===== src/rtl/scan_cmd_loader_pkg.sv =====
package scan_cmd_loader_pkg;
   typedef enum logic [2:0] {
      ST_ADDR  = 3'd0,
      ST_PAGE  = 3'd1,
      ST_SECT  = 3'd2,
      ST_ERASE = 3'd3,
      ST_BUSY  = 3'd4,
      ST_DATA  = 3'd5
   } ld_state_t;
endpackage


===== src/rtl/scl_deser.sv =====
module scl_deser #(
   parameter int WORD_W    = 32,
   parameter bit MSB_FIRST = 1'b1
) (
   input  logic              clk,
   input  logic              rst_n,
   input  logic              capture,
   input  logic              shift_en,
   input  logic              din,
   output logic [WORD_W-1:0] word,
   output logic              word_stb
);
   localparam int CNT_W = $clog2(WORD_W);
   localparam logic [CNT_W-1:0] LAST = CNT_W'(WORD_W - 1);

   logic [CNT_W-1:0]  bit_cnt;
   logic [WORD_W-1:0] sr, sr_next;

   generate
      if (MSB_FIRST) begin : g_msb
         assign sr_next = {sr[WORD_W-2:0], din};
      end else begin : g_lsb
         assign sr_next = {din, sr[WORD_W-1:1]};
      end
   endgenerate

   always_ff @(posedge clk or negedge rst_n) begin
      if (!rst_n) begin
         bit_cnt  <= '0;
         sr       <= '0;
         word     <= '0;
         word_stb <= 1'b0;
      end else begin
         word_stb <= 1'b0;
         if (capture) begin
            bit_cnt <= '0;
         end else if (shift_en) begin
            sr <= sr_next;
            if (bit_cnt == LAST) begin
               bit_cnt  <= '0;
               word     <= sr_next;
               word_stb <= 1'b1;
            end else begin
               bit_cnt <= bit_cnt + 1'b1;
            end
         end
      end
   end

   AST_CAPTURE_CLEARS: assert property (@(posedge clk) disable iff (!rst_n)
      capture |=> (bit_cnt == '0));
   AST_STB_SPACED: assert property (@(posedge clk) disable iff (!rst_n)
      word_stb |=> !word_stb);
endmodule


===== src/rtl/scl_status.sv =====
module scl_status (
   input  logic clk,
   input  logic rst_n,
   input  logic shift_en,
   input  logic busy_in,
   output logic sout
);
   logic busy_q;

   always_ff @(posedge clk or negedge rst_n) begin
      if (!rst_n) busy_q <= 1'b0;
      else        busy_q <= busy_in;
   end

   assign sout = shift_en & busy_q;

   AST_STATUS_TRACKS: assert property (@(posedge clk) disable iff (!rst_n)
      (shift_en && $past(shift_en)) |-> (sout == $past(busy_in)));
endmodule


===== src/rtl/scl_seq.sv =====
module scl_seq
   import scan_cmd_loader_pkg::*;
#(
   parameter int WORD_W    = 32,
   parameter int PAGE_W    = 17,
   parameter int SECT_W    = 13,
   parameter int WORDS_PG  = 64
) (
   input  logic              clk,
   input  logic              rst_n,
   input  logic [WORD_W-1:0] word,
   input  logic              word_stb,
   input  logic              erasing_in,
   output logic [WORD_W-1:0] start_addr,
   output logic              start_addr_vld,
   output logic [PAGE_W-1:0] page_cnt,
   output logic              page_cnt_vld,
   output logic [SECT_W-1:0] sect_cnt,
   output logic              sect_cnt_vld,
   output logic              erase_req,
   output logic [WORD_W-1:0] fifo_data,
   output logic              fifo_wr
);
   localparam int REM_W = PAGE_W + $clog2(WORDS_PG) + 1;

   ld_state_t        state;
   logic [REM_W-1:0] remain;
   logic [REM_W-1:0] total_words;

   assign total_words = REM_W'(page_cnt) * REM_W'(WORDS_PG);
   assign erase_req   = (state == ST_ERASE);

   always_ff @(posedge clk or negedge rst_n) begin
      if (!rst_n) begin
         state          <= ST_ADDR;
         remain         <= '0;
         start_addr     <= '0;
         start_addr_vld <= 1'b0;
         page_cnt       <= '0;
         page_cnt_vld   <= 1'b0;
         sect_cnt       <= '0;
         sect_cnt_vld   <= 1'b0;
         fifo_data      <= '0;
         fifo_wr        <= 1'b0;
      end else begin
         fifo_wr <= 1'b0;
         unique case (state)
            ST_ADDR: if (word_stb) begin
               start_addr     <= word;
               start_addr_vld <= 1'b1;
               state          <= ST_PAGE;
            end
            ST_PAGE: if (word_stb) begin
               page_cnt     <= word[PAGE_W-1:0];
               page_cnt_vld <= 1'b1;
               state        <= ST_SECT;
            end
            ST_SECT: if (word_stb) begin
               sect_cnt     <= word[SECT_W-1:0];
               sect_cnt_vld <= 1'b1;
               state        <= ST_ERASE;
            end
            ST_ERASE: if (erasing_in) state <= ST_BUSY;
            ST_BUSY: if (!erasing_in) begin
               if (page_cnt == '0) begin
                  start_addr_vld <= 1'b0;
                  page_cnt_vld   <= 1'b0;
                  sect_cnt_vld   <= 1'b0;
                  state          <= ST_ADDR;
               end else begin
                  remain <= total_words;
                  state  <= ST_DATA;
               end
            end
            ST_DATA: if (word_stb) begin
               fifo_wr   <= 1'b1;
               fifo_data <= word;
               if (remain == REM_W'(1)) begin
                  start_addr_vld <= 1'b0;
                  page_cnt_vld   <= 1'b0;
                  sect_cnt_vld   <= 1'b0;
                  state          <= ST_ADDR;
               end else begin
                  remain <= remain - 1'b1;
               end
            end
            default: state <= ST_ADDR;
         endcase
      end
   end

   AST_ERASE_HAS_REGS: assert property (@(posedge clk) disable iff (!rst_n)
      erase_req |-> (start_addr_vld && page_cnt_vld && sect_cnt_vld));
   AST_VLD_ORDER: assert property (@(posedge clk) disable iff (!rst_n)
      (sect_cnt_vld |-> page_cnt_vld) and (page_cnt_vld |-> start_addr_vld));
   AST_WR_ONE_CYCLE: assert property (@(posedge clk) disable iff (!rst_n)
      fifo_wr |=> !fifo_wr);
   AST_NO_WR_IN_ERASE: assert property (@(posedge clk) disable iff (!rst_n)
      (erase_req || (state == ST_BUSY)) |=> !fifo_wr);
endmodule


===== src/rtl/scan_cmd_loader.sv =====
module scan_cmd_loader #(
   parameter int WORD_W     = 32,
   parameter int PAGE_W     = 17,
   parameter int SECT_W     = 13,
   parameter int PAGE_BYTES = 256,
   parameter bit MSB_FIRST  = 1'b1
) (
   input  logic              tck,
   input  logic              rst_n,
   input  logic              capture,
   input  logic              shift_en,
   input  logic              tdi,
   output logic              tdo,
   input  logic              erasing_in,
   output logic [WORD_W-1:0] start_addr,
   output logic              start_addr_vld,
   output logic [PAGE_W-1:0] page_cnt,
   output logic              page_cnt_vld,
   output logic [SECT_W-1:0] sect_cnt,
   output logic              sect_cnt_vld,
   output logic              erase_req,
   output logic [WORD_W-1:0] fifo_data,
   output logic              fifo_wr
);
   localparam int BYTES_W  = WORD_W / 8;
   localparam int WORDS_PG = PAGE_BYTES / BYTES_W;

   generate
      if (WORD_W % 8 != 0 || WORD_W < 8) begin : g_bad_word
         $error("WORD_W must be a whole number of bytes");
      end
      if (PAGE_BYTES % BYTES_W != 0) begin : g_bad_page
         $error("PAGE_BYTES must hold whole words");
      end
      if (PAGE_W > WORD_W || SECT_W > WORD_W) begin : g_bad_fields
         $error("count fields must fit in one word");
      end
   endgenerate

   logic [WORD_W-1:0] word;
   logic              word_stb;

   scl_deser #(.WORD_W(WORD_W), .MSB_FIRST(MSB_FIRST)) u_deser (
      .clk(tck), .rst_n(rst_n), .capture(capture), .shift_en(shift_en),
      .din(tdi), .word(word), .word_stb(word_stb));

   scl_seq #(.WORD_W(WORD_W), .PAGE_W(PAGE_W), .SECT_W(SECT_W),
             .WORDS_PG(WORDS_PG)) u_seq (
      .clk(tck), .rst_n(rst_n), .word(word), .word_stb(word_stb),
      .erasing_in(erasing_in),
      .start_addr(start_addr), .start_addr_vld(start_addr_vld),
      .page_cnt(page_cnt), .page_cnt_vld(page_cnt_vld),
      .sect_cnt(sect_cnt), .sect_cnt_vld(sect_cnt_vld),
      .erase_req(erase_req), .fifo_data(fifo_data), .fifo_wr(fifo_wr));

   scl_status u_status (
      .clk(tck), .rst_n(rst_n), .shift_en(shift_en),
      .busy_in(erasing_in), .sout(tdo));
endmodule


===== config.mk =====
export PLATFORM = sky130hd
export DESIGN_NAME = scan_cmd_loader
export DESIGN_NICKNAME = d
export VERILOG_FILES = /design/src/rtl/scan_cmd_loader_pkg.sv /design/src/rtl/scl_deser.sv /design/src/rtl/scl_status.sv /design/src/rtl/scl_seq.sv /design/src/rtl/scan_cmd_loader.sv
export SDC_FILE = /design/constraint.sdc
export NUM_CORES = 1
export LEC_CHECK = 0
export BUFFER_PORTS_ARGS = -buffer_cell sky130_fd_sc_hd__buf_2
export CORE_ASPECT_RATIO = 0.6
export CORE_MARGIN = 5
export CORE_UTILIZATION = 62
export DETAILED_ROUTE_END_ITERATION = 16
export GPL_ROUTABILITY_DRIVEN = 0
export PLACE_DENSITY = 0.85
export SYNTH_ARGS = -nofsm -noshare
export SYNTH_HDL_FRONTEND = slang
export SYNTH_SLANG_ARGS = --single-unit

===== constraint.sdc =====
create_clock -name tck -period 6.3 [get_ports tck]
set_input_delay 0.945 -clock tck [delete_from_list [all_inputs] [get_ports tck]]
set_output_delay 0.945 -clock tck [all_outputs]
set_load 0.05 [all_outputs]

==> impl_metrics.env <==
export IMPL_status="complete, no violations"
export IMPL_max_vdd_ir_drop_v=0.000200
export IMPL_antenna_left=0
export IMPL_end_kind="register"
export IMPL_r2r_slack_ps=3280
export IMPL_reg2reg_to="u_seq.page_cnt_vld$_DFFE_PN0P_"
export IMPL_hold_class="register to register"
export IMPL_wl_mm=19.1
export IMPL_synth_warnings=0
export IMPL_antenna_cells=0
export IMPL_grt_max_degree=131
export IMPL_core_area_um2=12900
export IMPL_vias_per_cell=6.23
export IMPL_firstDrtPassIters=5
export IMPL_synth_cell_types=54
export IMPL_clock_skew_ps=10.5
export IMPL_grt_ovfl_total=0
export IMPL_final_seq_area_um2=4880
export IMPL_syn_nets=621
export IMPL_ys_ff_latch=195
export IMPL_area_growth_pct=16.1
export IMPL_drt_iter0_drc=611
export IMPL_cts_resized=0
export IMPL_timing_critical_path_from="u_seq.state[0]$_DFFE_PN0P_"
export IMPL_cts_max_level=4
export IMPL_cts_tree="yes"
export IMPL_maxClockFrequency_ghz=0.331
export IMPL_final_common_cell="dfrtp_1"
export IMPL_die_width_um=159
export IMPL_grt_pass1_wl_mm=31.4
export IMPL_synth_edf_count=0
export IMPL_ys_seq_area_share_pct=59.4
export IMPL_power_density_nw_per_um2=274
export IMPL_timing_final_hold_violations=0
export IMPL_dp_hpwl_mm=12.7
export IMPL_holdWs_ps=486
export IMPL_n_fill_cell=813
export IMPL_final_min_clock_period_ps=3020
export IMPL_required_ps=6620
export IMPL_syn_inst=611
export IMPL_min_from="u_seq.sect_cnt[11]$_DFFE_PN0P_"
export IMPL_grt_pass1_vias=5663
export IMPL_multi_input_comb_area_um2=3180
export IMPL_final_period_utilization_pct=48.0
export IMPL_antenna_found_initial=0
export IMPL_crit_end="u_seq.page_cnt_vld$_DFFE_PN0P_"
export IMPL_r2r_cells=4
export IMPL_num_vias=5546
export IMPL_portBuffers=105
export IMPL_slew_headroom_pct=19.3
export IMPL_ys_flop_type="dfrtp_1"
export IMPL_setup_slack_ps=3280
export IMPL_initial_utilization_pct=63.7
export IMPL_synth_async_reset_ratio_pct=100
export IMPL_tightest_slew_ps=1210
export IMPL_place_ws_ps=3410
export IMPL_clkSlewWorstSetupHoldPaths_ps=80
export IMPL_regToRegStartpoint="u_seq.state[0]$_DFFE_PN0P_"
export IMPL_ios=106
export IMPL_rsz0062_at_grt="no"
export IMPL_fp_dieArea_um2=15700
export IMPL_wl_per_cell_um=21.4
export IMPL_rows=32
export IMPL_maxCapViolations=0
export IMPL_cp_max_fo=33
export IMPL_drive_gt1_share_pct=41.8
export IMPL_cts_made_buffers=17
export IMPL_drc_errors=0
export IMPL_synth_area_per_cell_um2=13.4
export IMPL_hold_depth=1
export IMPL_p_leak_uw=0.00496
export IMPL_cts_buffer_depth=2
export IMPL_fin_setup_tns_ps=0
export IMPL_hold_buffers=0
export IMPL_finalSetupViolations=0
export IMPL_die_h_um=99.2
export IMPL_cts_root_buf="clkbuf_16"
export IMPL_arrival_ps=3340
export IMPL_slew_violations=0
export IMPL_most_common_layout_cells="195 x dfrtp_1, 144 x mux2_2, 104 x buf_2"
export IMPL_nets=717
export IMPL_critPathKind="register to register"
export IMPL_syn_area_um2=8210
export IMPL_clkSinkCount=195
export IMPL_critPathLaunchType="register"
export IMPL_clk_latency_ps=440
export IMPL_grtUsageTotal_pct=25.7
export IMPL_cts_setup_buffers=0
## layer usage
| layer | up-vias | share of wire [%] | routed length, µm | track usage, % |
|---|---|---|---|---|
| met5 | - | 0 | 0 | 0 |
| met4 | 0 | 1.7 | 324 | 7.21 |
| met3 | 33 | 7.8 | 1500 | 6.70 |
| met1 | 2849 | 43 | 8280 | 37.2 |
| met2 | 229 | 47 | 8980 | 39.0 |
| li1 | 2435 | - | - | - |
## worst max-delay path, stage by stage, from the launching register on
cell and delay, ps:
dfrtp_1 820, nand3b_1 960, a21oi_1 800, a211oi_1 110
o22a_1 220
## cell type report
type	count	share of cell area, %
inverters	6	0.236
clock buffers	18	4.61
clock inverters	14	2.23
multi-input cells	375	33.3
repair buffers	112	6.16
flip-flops and latches	195	51.2
well taps	170	2.23
## per-stage QoR
stage | power [µW] | instances | utilization (%) | cell area (µm²)
final | 2610 | 890 | 73.9 | 9530
after global routing | 2690 | 890 | 73.9 | 9530
after CTS | 2620 | 890 | 73.9 | 9530
after detailed placement | 1450 | 858 | 68.9 | 8880
after global placement | 1440 | 858 | 68.9 | 8880
after floorplan | 1400 | 611 | - | 8210
## logic make-up after synthesis
logic type | Yosys count | share of synthesized area [%]
simple gates | 110 | 8.04
fa+ha+maj | 4 | 0.609
compound gates | 99 | 7.63
flops | 195 | 59.4
mux | 162 | 22.1
buf+inv | 41 | 2.16
## power by group
part           internal (µW)  switching (µW)  total (µW)
combinational           43.5            47.8        91.4
clock                    656             521        1180
sequential              1300            41.1        1340
total                   2000             610        2610
## registers in the layout, summed over array words and instances (netlist names), 5 cells and up
register          flops
u_deser.bit_cnt       5
u_deser.sr           31
u_deser.word         32
u_seq.fifo_data      32
u_seq.page_cnt       17
u_seq.remain         24
u_seq.sect_cnt       13
u_seq.start_addr     32
## synth_stat cells (3+ instances only)
cell type | number | area share [%]
nand4_1 | 3 | 0.23
nor3_1 | 13 | 0.79
buf_4 | 3 | 0.27
inv_1 | 6 | 0.27
o31a_1 | 4 | 0.43
mux2_2 | 144 | 20
a22oi_1 | 5 | 0.46
mux2i_1 | 5 | 0.61
nand3_1 | 8 | 0.49
mux2_1 | 13 | 1.8
a21oi_1 | 21 | 1.3
a31oi_1 | 9 | 0.69
buf_2 | 4 | 0.24
nand2_1 | 15 | 0.69
or4_1 | 7 | 0.64
nor2_1 | 23 | 1.1
a21boi_1 | 3 | 0.27
and3_1 | 6 | 0.46
clkbuf_1 | 18 | 0.82
o21ai_1 | 20 | 1.2
nor4_1 | 6 | 0.46
ha_1 | 4 | 0.61
nor4_4 | 3 | 0.78
nand2b_1 | 4 | 0.30
dfrtp_1 | 195 | 59
buf_1 | 9 | 0.41
o31ai_1 | 14 | 1.3
o21a_1 | 5 | 0.46
o21ai_0 | 8 | 0.49
## worst min path at each step
stage / to / slack (ps)
2_1_floorplan: u_deser.word[31]$_DFFE_PN0P_ / 480
3_3_place_gp: u_seq.sect_cnt[11]$_DFFE_PN0P_ / 470
3_5_place_dp: u_seq.sect_cnt[11]$_DFFE_PN0P_ / 470
4_1_cts: u_seq.sect_cnt[11]$_DFFE_PN0P_ / 490
5_1_grt: u_seq.fifo_data[19]$_DFFE_PN0P_ / 510
6_report: u_seq.sect_cnt[11]$_DFFE_PN0P_ / 490
Power figures use the tool's default switching activity.
